File: config.mk
export PLATFORM = sky130hd
export DESIGN_NAME = rtc_shadow_regs
export DESIGN_NICKNAME = d
export VERILOG_FILES = /design/src/rtl/rtc_shadow_pkg.sv /design/src/rtl/rtc_bus_decode.sv /design/src/rtl/rtc_sec_divider.sv /design/src/rtl/rtc_backup_bank.sv /design/src/rtl/rtc_shadow_regs.sv
export SDC_FILE = /design/constraint.sdc
export NUM_CORES = 1
export LEC_CHECK = 0
export BUFFER_PORTS_ARGS = -buffer_cell sky130_fd_sc_hd__buf_2
export CAP_MARGIN = 5
export CORE_ASPECT_RATIO = 2
export CORE_MARGIN = 5
export CORE_UTILIZATION = 55
export DETAILED_ROUTE_END_ITERATION = 10
export MAX_ROUTING_LAYER = met4
export PLACE_DENSITY_LB_ADDON = 0.08
export SLEW_MARGIN = 30
export SYNTH_ARGS = -nofsm -noshare
export SYNTH_HDL_FRONTEND = slang
export SYNTH_SLANG_ARGS = --single-unit
export TNS_END_PERCENT = 30
File: constraint.sdc
create_clock -name clk -period 9.1 [get_ports clk]
set_input_delay 0.91 -clock clk [delete_from_list [all_inputs] [get_ports clk]]
set_output_delay 0.91 -clock clk [all_outputs]
set_load 0.01 [all_outputs]
File: src/rtl/rtc_shadow_pkg.sv
package rtc_shadow_pkg;
   localparam int unsigned DW        = 32;
   localparam int unsigned NPERS     = 6;
   localparam int unsigned NSHD      = NPERS + 2;
   localparam int unsigned IDX_ALARM = NPERS;
   localparam int unsigned IDX_SECS  = NPERS + 1;

   localparam logic [DW-1:0] CTRL_WMASK = 32'h0000_0017;
   localparam int unsigned CTRL_IRQ_EN  = 0;
   localparam int unsigned CTRL_PEND    = 2;
   localparam int unsigned P0_ALM_ARM   = 2;
   localparam int unsigned P0_WAKE_STS  = 7;

   localparam logic [3:0] SLOT_CTRL  = 4'h0;
   localparam logic [3:0] SLOT_STAT  = 4'h1;
   localparam logic [3:0] SLOT_SECS  = 4'h3;
   localparam logic [3:0] SLOT_ALARM = 4'h4;
   localparam logic [3:0] SLOT_WDOG  = 4'h5;
   localparam logic [3:0] SLOT_P0    = 4'h6;

   typedef enum logic [1:0] {
      ACC_WRITE = 2'd0,
      ACC_SET   = 2'd1,
      ACC_CLEAR = 2'd2,
      ACC_NONE  = 2'd3
   } acc_op_e;

   typedef logic [NSHD-1:0][DW-1:0] shd_word_t;

   function automatic logic [DW-1:0] apply_op(acc_op_e op, logic [DW-1:0] cur,
                                              logic [DW-1:0] wd);
      case (op)
         ACC_WRITE: return wd;
         ACC_SET:   return cur | wd;
         ACC_CLEAR: return cur & ~wd;
         default:   return cur;
      endcase
   endfunction

   function automatic logic [3:0] shadow_slot(int unsigned idx);
      if (idx < NPERS)       return SLOT_P0 + 4'(idx);
      else if (idx == IDX_ALARM) return SLOT_ALARM;
      else                   return SLOT_SECS;
   endfunction
endpackage

File: src/rtl/rtc_bus_decode.sv
module rtc_bus_decode
   import rtc_shadow_pkg::*;
#(
   parameter int unsigned ADDR_W = 8
) (
   input  logic              bus_wr,
   input  logic [ADDR_W-1:0] bus_addr,
   output acc_op_e           op,
   output logic              sel_ctrl,
   output logic              sel_stat,
   output logic              sel_wdog,
   output logic [NSHD-1:0]   sel_shadow,
   output logic              wr_ctrl,
   output logic              wr_wdog,
   output logic [NSHD-1:0]   wr_shadow
);
   logic       in_range;
   logic       wr_act;
   logic [3:0] slot;

   generate
      if (ADDR_W < 8) begin : g_bad_addr
         $error("rtc_bus_decode: ADDR_W must be at least 8");
      end
      if (ADDR_W > 8) begin : g_wide
         assign in_range = ~|bus_addr[ADDR_W-1:8] & ~|bus_addr[1:0];
      end else begin : g_narrow
         assign in_range = ~|bus_addr[1:0];
      end
   endgenerate

   assign slot   = bus_addr[7:4];
   assign op     = acc_op_e'(bus_addr[3:2]);
   assign wr_act = bus_wr && (op != ACC_NONE);

   assign sel_ctrl = in_range && (slot == SLOT_CTRL);
   assign sel_stat = in_range && (slot == SLOT_STAT);
   assign sel_wdog = in_range && (slot == SLOT_WDOG);
   assign wr_ctrl  = wr_act && sel_ctrl;
   assign wr_wdog  = wr_act && sel_wdog;

   generate
      for (genvar i = 0; i < NSHD; i++) begin : g_sel
         assign sel_shadow[i] = in_range && (slot == shadow_slot(i));
         assign wr_shadow[i]  = wr_act && sel_shadow[i];
      end
   endgenerate
endmodule

File: src/rtl/rtc_sec_divider.sv
module rtc_sec_divider #(
   parameter int unsigned SLOW_PER_SEC = 32768
) (
   input  logic clk,
   input  logic rst_n,
   input  logic slow_tick,
   output logic sec_strobe
);
   generate
      if (SLOW_PER_SEC < 1) begin : g_bad
         $error("rtc_sec_divider: SLOW_PER_SEC must be at least 1");
      end
      if (SLOW_PER_SEC == 1) begin : g_pass
         assign sec_strobe = slow_tick;
      end else begin : g_count
         localparam int unsigned CW = $clog2(SLOW_PER_SEC);
         localparam logic [CW-1:0] LAST = CW'(SLOW_PER_SEC - 1);
         logic [CW-1:0] cnt_q;
         always_ff @(posedge clk or negedge rst_n) begin
            if (!rst_n)
               cnt_q <= '0;
            else if (slow_tick)
               cnt_q <= (cnt_q == LAST) ? '0 : cnt_q + 1'b1;
         end
         assign sec_strobe = slow_tick && (cnt_q == LAST);
      end
   endgenerate

   AST_SEC_ON_TICK: assert property (@(posedge clk) disable iff (!rst_n)
      sec_strobe |-> slow_tick);
endmodule

File: src/rtl/rtc_backup_bank.sv
module rtc_backup_bank
   import rtc_shadow_pkg::*;
(
   input  logic            clk,
   input  logic            rst_n,
   input  logic            slow_tick,
   input  logic            sec_inc,
   input  logic            alarm_evt,
   input  logic [NSHD-1:0] wr_hit,
   input  acc_op_e         op,
   input  logic [DW-1:0]   wdata,
   output shd_word_t       bkp_q,
   output logic [NSHD-1:0] stale_q,
   output logic [NSHD-1:0] copy_sel
);
   shd_word_t shadow_q;

   always_comb begin
      logic found;
      found    = 1'b0;
      copy_sel = '0;
      for (int i = 0; i < NSHD; i++) begin
         if (slow_tick && stale_q[i] && !found) begin
            copy_sel[i] = 1'b1;
            found       = 1'b1;
         end
      end
   end

   generate
      for (genvar i = 0; i < NSHD; i++) begin : g_slice
         localparam bit IS_P0   = (i == 0);
         localparam bit IS_SECS = (i == IDX_SECS);
         logic [DW-1:0] wake_or;
         logic [DW-1:0] base;
         logic [DW-1:0] wr_val;

         assign wake_or = (IS_P0 && alarm_evt) ? (DW'(1) << P0_WAKE_STS) : '0;
         assign base    = stale_q[i] ? shadow_q[i] : bkp_q[i];
         assign wr_val  = apply_op(op, base, wdata);

         always_ff @(posedge clk or negedge rst_n) begin
            if (!rst_n) begin
               shadow_q[i] <= '0;
               bkp_q[i]    <= '0;
               stale_q[i]  <= 1'b0;
            end else begin
               shadow_q[i] <= (wr_hit[i] ? wr_val : shadow_q[i]) | wake_or;
               if (wr_hit[i])
                  stale_q[i] <= 1'b1;
               else if (copy_sel[i])
                  stale_q[i] <= 1'b0;
               if (copy_sel[i])
                  bkp_q[i] <= shadow_q[i] | wake_or;
               else if (IS_SECS && sec_inc)
                  bkp_q[i] <= bkp_q[i] + 1'b1;
               else
                  bkp_q[i] <= bkp_q[i] | wake_or;
            end
         end

         AST_STALE_CLEARS: assert property (@(posedge clk) disable iff (!rst_n)
            (copy_sel[i] && !wr_hit[i]) |=> !stale_q[i]);
      end
   endgenerate

   AST_COPY_ONEHOT: assert property (@(posedge clk) disable iff (!rst_n)
      $onehot0(copy_sel));
   AST_COPY_ON_TICK: assert property (@(posedge clk) disable iff (!rst_n)
      !slow_tick |-> (copy_sel == '0));
   AST_SEC_STEP: assert property (@(posedge clk) disable iff (!rst_n)
      (sec_inc && !copy_sel[IDX_SECS]) |=>
      (bkp_q[IDX_SECS] == $past(bkp_q[IDX_SECS]) + 1'b1));
   AST_WAKE_STS: assert property (@(posedge clk) disable iff (!rst_n)
      alarm_evt |=> bkp_q[0][P0_WAKE_STS]);
endmodule

File: src/rtl/rtc_shadow_regs.sv
module rtc_shadow_regs
   import rtc_shadow_pkg::*;
#(
   parameter int unsigned ADDR_W       = 8,
   parameter int unsigned SLOW_PER_SEC = 32768
) (
   input  logic              clk,
   input  logic              rst_n,
   input  logic              slow_tick,
   input  logic              xtal_32000_fit,
   input  logic              xtal_32768_fit,
   input  logic              bus_wr,
   input  logic [ADDR_W-1:0] bus_addr,
   input  logic [31:0]       bus_wdata,
   output logic [31:0]       bus_rdata,
   output logic              irq
);
   acc_op_e         op;
   logic            sel_ctrl, sel_stat, sel_wdog;
   logic            wr_ctrl, wr_wdog;
   logic [NSHD-1:0] sel_shadow, wr_shadow;
   logic            sec_strobe, alarm_evt;
   shd_word_t       bkp_q;
   logic [NSHD-1:0] stale_q, copy_sel;
   logic [DW-1:0]   ctrl_q, wdog_q, status_w, shd_rd;

   rtc_bus_decode #(.ADDR_W(ADDR_W)) u_dec (
      .bus_wr    (bus_wr),
      .bus_addr  (bus_addr),
      .op        (op),
      .sel_ctrl  (sel_ctrl),
      .sel_stat  (sel_stat),
      .sel_wdog  (sel_wdog),
      .sel_shadow(sel_shadow),
      .wr_ctrl   (wr_ctrl),
      .wr_wdog   (wr_wdog),
      .wr_shadow (wr_shadow)
   );

   rtc_sec_divider #(.SLOW_PER_SEC(SLOW_PER_SEC)) u_div (
      .clk       (clk),
      .rst_n     (rst_n),
      .slow_tick (slow_tick),
      .sec_strobe(sec_strobe)
   );

   assign alarm_evt = sec_strobe && !copy_sel[IDX_SECS]
                   && ((bkp_q[IDX_SECS] + 32'd1) == bkp_q[IDX_ALARM])
                   && bkp_q[0][P0_ALM_ARM];

   rtc_backup_bank u_bank (
      .clk      (clk),
      .rst_n    (rst_n),
      .slow_tick(slow_tick),
      .sec_inc  (sec_strobe),
      .alarm_evt(alarm_evt),
      .wr_hit   (wr_shadow),
      .op       (op),
      .wdata    (bus_wdata),
      .bkp_q    (bkp_q),
      .stale_q  (stale_q),
      .copy_sel (copy_sel)
   );

   always_ff @(posedge clk or negedge rst_n) begin
      if (!rst_n) begin
         ctrl_q <= '0;
         wdog_q <= '0;
      end else begin
         ctrl_q <= (wr_ctrl ? (apply_op(op, ctrl_q, bus_wdata) & CTRL_WMASK) : ctrl_q)
                 | (alarm_evt ? (DW'(1) << CTRL_PEND) : '0);
         if (wr_wdog)
            wdog_q <= apply_op(op, wdog_q, bus_wdata);
      end
   end

   assign status_w = {1'b1, 2'b00, xtal_32000_fit, xtal_32768_fit, 3'b000,
                      stale_q, 16'h0000};

   always_comb begin
      shd_rd = '0;
      for (int i = 0; i < NSHD; i++)
         if (sel_shadow[i]) shd_rd = bkp_q[i];
   end

   always_comb begin
      if (sel_ctrl)      bus_rdata = ctrl_q;
      else if (sel_stat) bus_rdata = status_w;
      else if (sel_wdog) bus_rdata = wdog_q;
      else               bus_rdata = shd_rd;
   end

   assign irq = ctrl_q[CTRL_PEND] & ctrl_q[CTRL_IRQ_EN];

   AST_ALARM_PENDS: assert property (@(posedge clk) disable iff (!rst_n)
      alarm_evt |=> ctrl_q[CTRL_PEND]);
   AST_PEND_STICKY: assert property (@(posedge clk) disable iff (!rst_n)
      (ctrl_q[CTRL_PEND] && !(wr_ctrl && ((op == ACC_WRITE && !bus_wdata[CTRL_PEND]) ||
                                          (op == ACC_CLEAR && bus_wdata[CTRL_PEND]))))
      |=> ctrl_q[CTRL_PEND]);
endmodule

==> metrics.txt, run 1 <==
share of cells above drive strength 1=17.06%; clk_lat worst skew=0.62 ns; gr usage total=39.19%; TritonCTS Sinks=571; Critical R2R Launch=u_bank.stale_q[3]; Post-CTS Setup Inserts=0; FF-to-FF path depth=10; Rows=121; Top Usage Layer GRT=met2; vias in the first global route=26609; GRT overflow=0; Least-Margin Pin Slew=1.092 ns; Worst path slowest cell=a21oi_1; crit start category=input port; syn_nets=3236; Util after Layout=60.13%; core area=54200 um^2; Final Non-Filler Cells=3788; Setup-failing EPs final=0; post-synthesis cell count=3184; crit path buf inv count=3; PwrDens=242.6 nW/um^2; die area=59520 um^2; Mapped Area=29960 um^2; Critical Path RT=8.19 ns; CP cell instances=buf_4 -> buf_4 -> mux4_2 -> a21oi_1 -> a21oi_1 -> a221o_1 -> buf_2; area share of the largest cell type after synthesis=47.69%; flop2flop setup slack=5.21 ns; Syn. warnings=0; H-tree Lvls=2; area leader, netlist=dfrtp_1; Starting Density=55.28%; Synth area leaders=dfrtp_1 (48%), a21oi_1 (11%), mux2_2 (8.9%); CTS tree=built; arrival time at the worst endpoint=4.30 ns; global-route wire length before repair=170.1 mm; # nets final=3117; met2 Use GR=61.91%; Seq/Total Area, Yosys=47.69%; register bit total from synthesis=571; CTS Buffer Depth=3; peak per-stage delay on the critical path=0.80 ns; Vias=26429; min-delay worst type=input port to async pin; Post-CTS Resized=0; Placed Cells=3685; most frequent cells in the layout=a21oi_1 (686), dfrtp_1 (563), nand2_1 (324); Mapped Avg Cell Area=9.410 um^2; Post-synth EDFFs=0; vias per inst=6.977; max-slew violations=0; total CTS buffers=53; Crit. End Element=primary output; GR Util met3=6.467%; # fillers=4638; # hold bufs at CTS=0; ys flop type=dfrtp_1; Detail Route Antenna Nets=0; Max IR drop VDD=0.1928 mV; commonest non-fill, non-tap cell in the layout=a21oi_1; HPWL Detailed=74.34 mm; Final Cycle Share=57.29%; Max-slew headroom=27.23%; Synth cell types=66; Starting DRT DRC Count=3127; critical path launch point=bus_addr[4]; drt drc=0; FF-to-FF End=u_bank.shadow_q[7]; worst hold slack=0.2657 ns; Top delay family on crit path=buffers and inverters; RSZ-0062 raised after global routing=false; clk root buf=clkbuf_16; die height=340.1 um; setup TNS=0 ns; drt total wl=115.2 mm; WS Path Type=input port to primary output; Async SR Flop Fraction=100.0%; WL/cell=30.41 um; FMAX=191.8 MHz; PortBufs=78; met1 Use GR=43.85%; Reg clk slew, reported paths=0.06 ns; skew final=0.02091 ns; max_cap viols=0; Top Ports=79; initial antenna violation count=9; die width=175.0 um; LEAKAGE=14.26 nW; GPL Wtd Cong=1.012; CP max FO=58; first-pass iteration count of the detailed router=9; largest net degree at the start of global routing=186; Final min period=5.214 ns; Synth-to-Final Area Change=8.783%; Final Hold Viols=0; Pwr Total=0.007908 W; outcome=completed
per-stage QoR:
step           setup WS, ns  instance area, um^2
2_1_floorplan         5.085                29960
3_3_place_gp          4.274                30600
3_5_place_dp          4.192                30600
4_1_cts               4.203                32530
5_1_grt               3.908                32590
6_report              3.886                32590
registers in the layout, indices dropped and copies added (netlist names):
signal and count:
u_bank.bkp_q 256, u_bank.stale_q 8, u_div.g_count.cnt_q 15, wdog_q 32, ctrl_q 4, u_bank.shadow_q 256
routing by layer:
metal / routed length [um] / up-vias
met5: 0 / -
met4: 11630 / 0
met3: 9053 / 570
met2: 54760 / 1563
met1: 39730 / 13048
li1: - / 11248
cells by family (layout without fill, tap and decap cells):
logic type | after synthesis | after routing | share of synthesized area [%]
adder cells (fa/ha/maj) | 7 | 7 | 0.2840
multiplexers | 280 | 280 | 11.13
other | 0 | 6 | 0
flip-flops | 571 | 571 | 47.69
XOR/XNOR | 81 | 81 | 2.368
AO/OA/AOI/OAI | 1176 | 1176 | 23.09
buffers and inverters | 352 | 274 | 4.527
AND/OR/NAND/NOR | 717 | 717 | 10.90
synthesized netlist by cell type (all sizes together), types with 3 or more instances:
| cell type | instances |
|---|---|
| mux4 | 19 |
| or3 | 7 |
| nand2 | 328 |
| nor2 | 163 |
| nor3 | 19 |
| nand3 | 35 |
| o22ai | 34 |
| xor2 | 34 |
| o22a | 7 |
| a211oi | 8 |
| mux2i | 25 |
| inv | 41 |
| nand2b | 39 |
| o221ai | 13 |
| a22oi | 38 |
| a222oi | 11 |
| a22o | 8 |
| nor2b | 65 |
| and4 | 3 |
| a21oi | 687 |
| or2 | 3 |
| xnor2 | 47 |
| o21ai | 101 |
| nand3b | 3 |
| and3 | 8 |
| a31oi | 8 |
| o31ai | 226 |
| ha | 6 |
| o41ai | 14 |
| nand4 | 19 |
| mux2 | 236 |
| a221o | 6 |
| clkbuf | 253 |
| or4 | 3 |
| buf | 58 |
| and2 | 6 |
| nor4 | 9 |
| dfrtp | 571 |
worst max-delay path by stage:
stage,endpoint,slack (ns),cells past startpoint
after floorplan,bus_rdata[31],5.08,9
after global placement,bus_rdata[1],4.27,8
after detailed placement,bus_rdata[1],4.19,8
after CTS,bus_rdata[1],4.20,8
after global routing,bus_rdata[30],3.91,7
final,bus_rdata[30],3.89,7
layout make-up:
| cell class | count | area [um^2] | area share (%) |
|---|---|---|---|
| clock inverters | 14 | 231.5 | 0.7102 |
| well taps | 676 | 845.8 | 2.595 |
| multi-input cells | 2261 | 14460 | 44.37 |
| repair buffers | 137 | 884.6 | 2.714 |
| inverters | 41 | 153.9 | 0.4722 |
| diodes | 6 | 15.01 | 0.04607 |
| flip-flops and latches | 571 | 14300 | 43.88 |
| clock buffers | 82 | 1698 | 5.210 |
report_power, final:
part | total [W] | internal [W] | switching (W)
sequential | 0.00367 | 0.00302 | 0.000649
clock | 0.00248 | 0.00145 | 0.00103
combinational | 0.00175 | 0.000743 | 0.00101
No activity file was read; power rests on OpenSTA's default activity.
==> inputs of run 2 (changes only) <==
ABC_AREA = 1   (was default)
clock period = 5.05 ns   (was 9.1 ns; I/O delays follow)
==> metrics.txt, run 2 <==
largest registers=u_bank.bkp_q: 256 flops, u_bank.shadow_q: 256 flops, wdog_q: 32 flops (unchanged); clk_lat worst skew=0.62 ns (about the same); GRT overflow=0 (unchanged); Detail Route Antenna Nets=0 (unchanged); Util after Layout=60.75% (was 60.13%); Synth-to-Final Area Change=9.450% (was 8.783%); Max-slew headroom=32.80% (was 27.23%); initial antenna violation count=0 (was 9); first-pass iteration count of the detailed router=8 (was 9); largest net degree at the start of global routing=124 (was 186); Async SR Flop Fraction=100.0% (unchanged); switching power share of the total=38.53% (was 34.03%); syn_nets=3740 (was 3236); setup TNS=0 ns (unchanged); Seq/Total Area, Yosys=48.03% (was 47.69%); crit start category=flop (was input port); vias in the first global route=28037 (was 26609); Final min period=3.728 ns; area leader, netlist=dfrtp_1 (unchanged); commonest cells in the netlist=nand2_1 (755), o21ai_0 (581), dfrtp_1 (571) (was a21oi_1 (687), dfrtp_1 (571), nand2_1 (328)); core area=53600 um^2 (was 54200 um^2); Final Cycle Share=73.82%; Hold Path End=wdog_q[14]; Critical R2R Launch=u_bank.stale_q[0] (was u_bank.stale_q[3]); Worst Hold Launch=bus_wdata[14]; clk root buf=clkbuf_16 (unchanged); die height=338.9 um (was 340.1 um); Rows=120 (was 121); WL/cell=26.74 um (was 30.41 um); flop2flop setup slack=1.53 ns (was 5.21 ns); FMAX=268.2 MHz; Synth area leaders=dfrtp_1 (48%), o21ai_0 (9.8%), nand2_1 (9.5%) (was dfrtp_1 (48%), a21oi_1 (11%), mux2_2 (8.9%)); drt drc=0 (unchanged); global-route wire length before repair=173.6 mm (was 170.1 mm); # fillers=4782 (was 4638); LEAKAGE=15.36 nW (was 14.26 nW); Mapped Area=29750 um^2 (was 29960 um^2); P_int=0.009675 W (was 0.005217 W); Top Ports=79 (unchanged); PortBufs=78 (unchanged); drt total wl=116.7 mm (was 115.2 mm); TritonCTS Sinks=571 (unchanged); Mapped Avg Cell Area=8.067 um^2 (was 9.410 um^2); max_cap viols=0 (unchanged); share of cells above drive strength 1=9.128% (was 17.06%); Final Hold Viols=0 (unchanged); Flop pwr share=45.8% (was 46.4%); Vias=29014 (was 26429); min-delay worst type=input port to flop (was input port to async pin); FF-to-FF End=u_bank.bkp_q[72] (was u_bank.shadow_q[7]); Crit. End Element=primary output (unchanged); Post-synth EDFFs=0 (unchanged); register bit total from synthesis=571 (unchanged); most frequent cells in the layout=nand2_1 (754), o21ai_0 (581), dfrtp_1 (566) (was a21oi_1 (686), dfrtp_1 (563), nand2_1 (324)); power share of the combinational group=26.9% (was 22.1%); WS Path Type=flop to primary output (was input port to primary output); HPWL Detailed=78.53 mm (was 74.34 mm); # nets final=3701 (was 3117); die area=59120 um^2 (was 59520 um^2); P_sw=0.006064 W (was 0.002691 W); Synth cell types=52 (was 66); ANT cells=0 (was 6); CTS Buffer Depth=3 (unchanged); FF-to-FF path depth=6 (was 10); area share of the largest cell type after synthesis=48.03% (was 47.69%); skew final=0.02082 ns (was 0.02091 ns); outcome=completed (unchanged); most common cell in the netlist=nand2_1 (was a21oi_1); commonest non-fill, non-tap cell in the layout=nand2_1 (was a21oi_1); GPL Wtd Cong=1.103 (was 1.012); Reg clk slew, reported paths=0.07 ns (was 0.06 ns); Starting Density=55.50% (was 55.28%); Post-CTS Setup Inserts=0 (unchanged); Critical Path RT=4.55 ns (was 8.19 ns); arrival time at the worst endpoint=3.22 ns (was 4.30 ns); Setup-failing EPs final=0 (unchanged); CTS tree=built (unchanged); ys flop type=dfrtp_1 (unchanged); post-synthesis cell count=3688 (was 3184); H-tree Lvls=2 (unchanged); Clock power frac=27.3% (was 31.4%); max-slew violations=0 (unchanged); PwrDens=483.4 nW/um^2 (was 242.6 nW/um^2); multi-input logic area=12930 um^2 (was 14460 um^2); gr usage total=39.62% (was 39.19%); Starting DRT DRC Count=3507 (was 3127); vias per inst=6.650 (was 6.977); hold depth=2; Least-Margin Pin Slew=1.004 ns (was 1.092 ns); RSZ-0062 raised after global routing=false (unchanged); Max IR drop VDD=0.3781 mV (was 0.1928 mV); die width=174.5 um (was 175.0 um); Reg area=14300 um^2 (about the same); total CTS buffers=52 (was 53); Syn. warnings=0 (unchanged); CP max FO=20 (was 58)
## run 2: cell types whose count changed in the layout (fill, tap and decap cells not counted), sizes merged, moves of 28 or more
cell / change
a21oi: -534
mux2: -236
nor2: +28
inv: +385
nand2: +440
a22oi: +158
nor2b: -65
xnor2: -42
nand2b: -39
o211ai: +28
nand3: +92
o21ai: +494
## run 2: layout make-up
type	count	share of cell area [%]
Tap cell	671	2.578
Clock inverter	20	0.7570
Multi-Input combinational cell	2438	39.71
Sequential cell	571	43.90
Clock buffer	77	4.872
Timing Repair Buffer	157	3.212
Inverter	429	4.972
## run 2: per-stage QoR
step	power, W	area (um^2)	hold WS (ns)	instances	setup slack (ns)
floorplan	0.009604	29750	0.2094	3688	2.688
global placement	0.01117	30680	0.4607	4265	1.685
detailed placement	0.01136	30710	0.4709	4265	1.652
CTS	0.01564	32550	0.1680	4363	1.411
global route	0.01651	32560	0.1791	4363	1.352
finish	0.01574	32560	0.1761	4363	1.322
## run 2: layer usage
layer,global-route usage (%),routed length (um),vias to the layer above
li1,-,-,12536
met1,48.31,41980,14051
met2,61.94,54410,1901
met3,5.780,10940,526
met4,24.97,9353,0
met5,-,0,-
## run 2: cells by family (layout without fill, tap and decap cells)
group	Yosys count	in the layout	share of synthesized area (%)
AOI/OAI and AO/OA	1294	1294	26.63
and+or+nand+nor	1124	1124	15.77
buffers and inverters	679	683	8.857
DFF	571	571	48.03
xor gates and xnor gates	14	14	0.4584
adders and majority gates	6	6	0.2523
## run 2: critical path, cell delays in order (launching register included)
cell	delay [ns]
dfrtp_1	0.61
clkinv_1	0.87
buf_4	0.56
a22oi_1	0.34
buf_2	0.20
## run 2: how the worst max path moves through the flow
| stage | slack (ns) | end | startpoint |
|---|---|---|---|
| 3_5_place_dp | 1.65 | bus_rdata[6] | bus_addr[1] |
| 6_report | 1.32 | bus_rdata[17] | u_bank.stale_q[1] |
| 4_1_cts | 1.41 | bus_rdata[17] | u_bank.stale_q[1] |
| 3_3_place_gp | 1.69 | bus_rdata[6] | bus_addr[1] |
| 2_1_floorplan | 2.69 | bus_rdata[10] | bus_addr[1] |
| 5_1_grt | 1.35 | bus_rdata[17] | u_bank.stale_q[1] |
## run 2: power groups by stage
stage / logic (W) / registers [W] / clock network [W]
after floorplan: 0.00290 / 0.00671 / 0
after global routing: 0.00466 / 0.00733 / 0.00452
after detailed placement: 0.00414 / 0.00722 / 0
final: 0.00424 / 0.00720 / 0.00430
after CTS: 0.00416 / 0.00715 / 0.00433
after global placement: 0.00399 / 0.00718 / 0
## run 2: repair_timing
item	CTS	global route
hold buffers	1	0
gates resized for setup	0	0
hold endpoints to repair	46	0
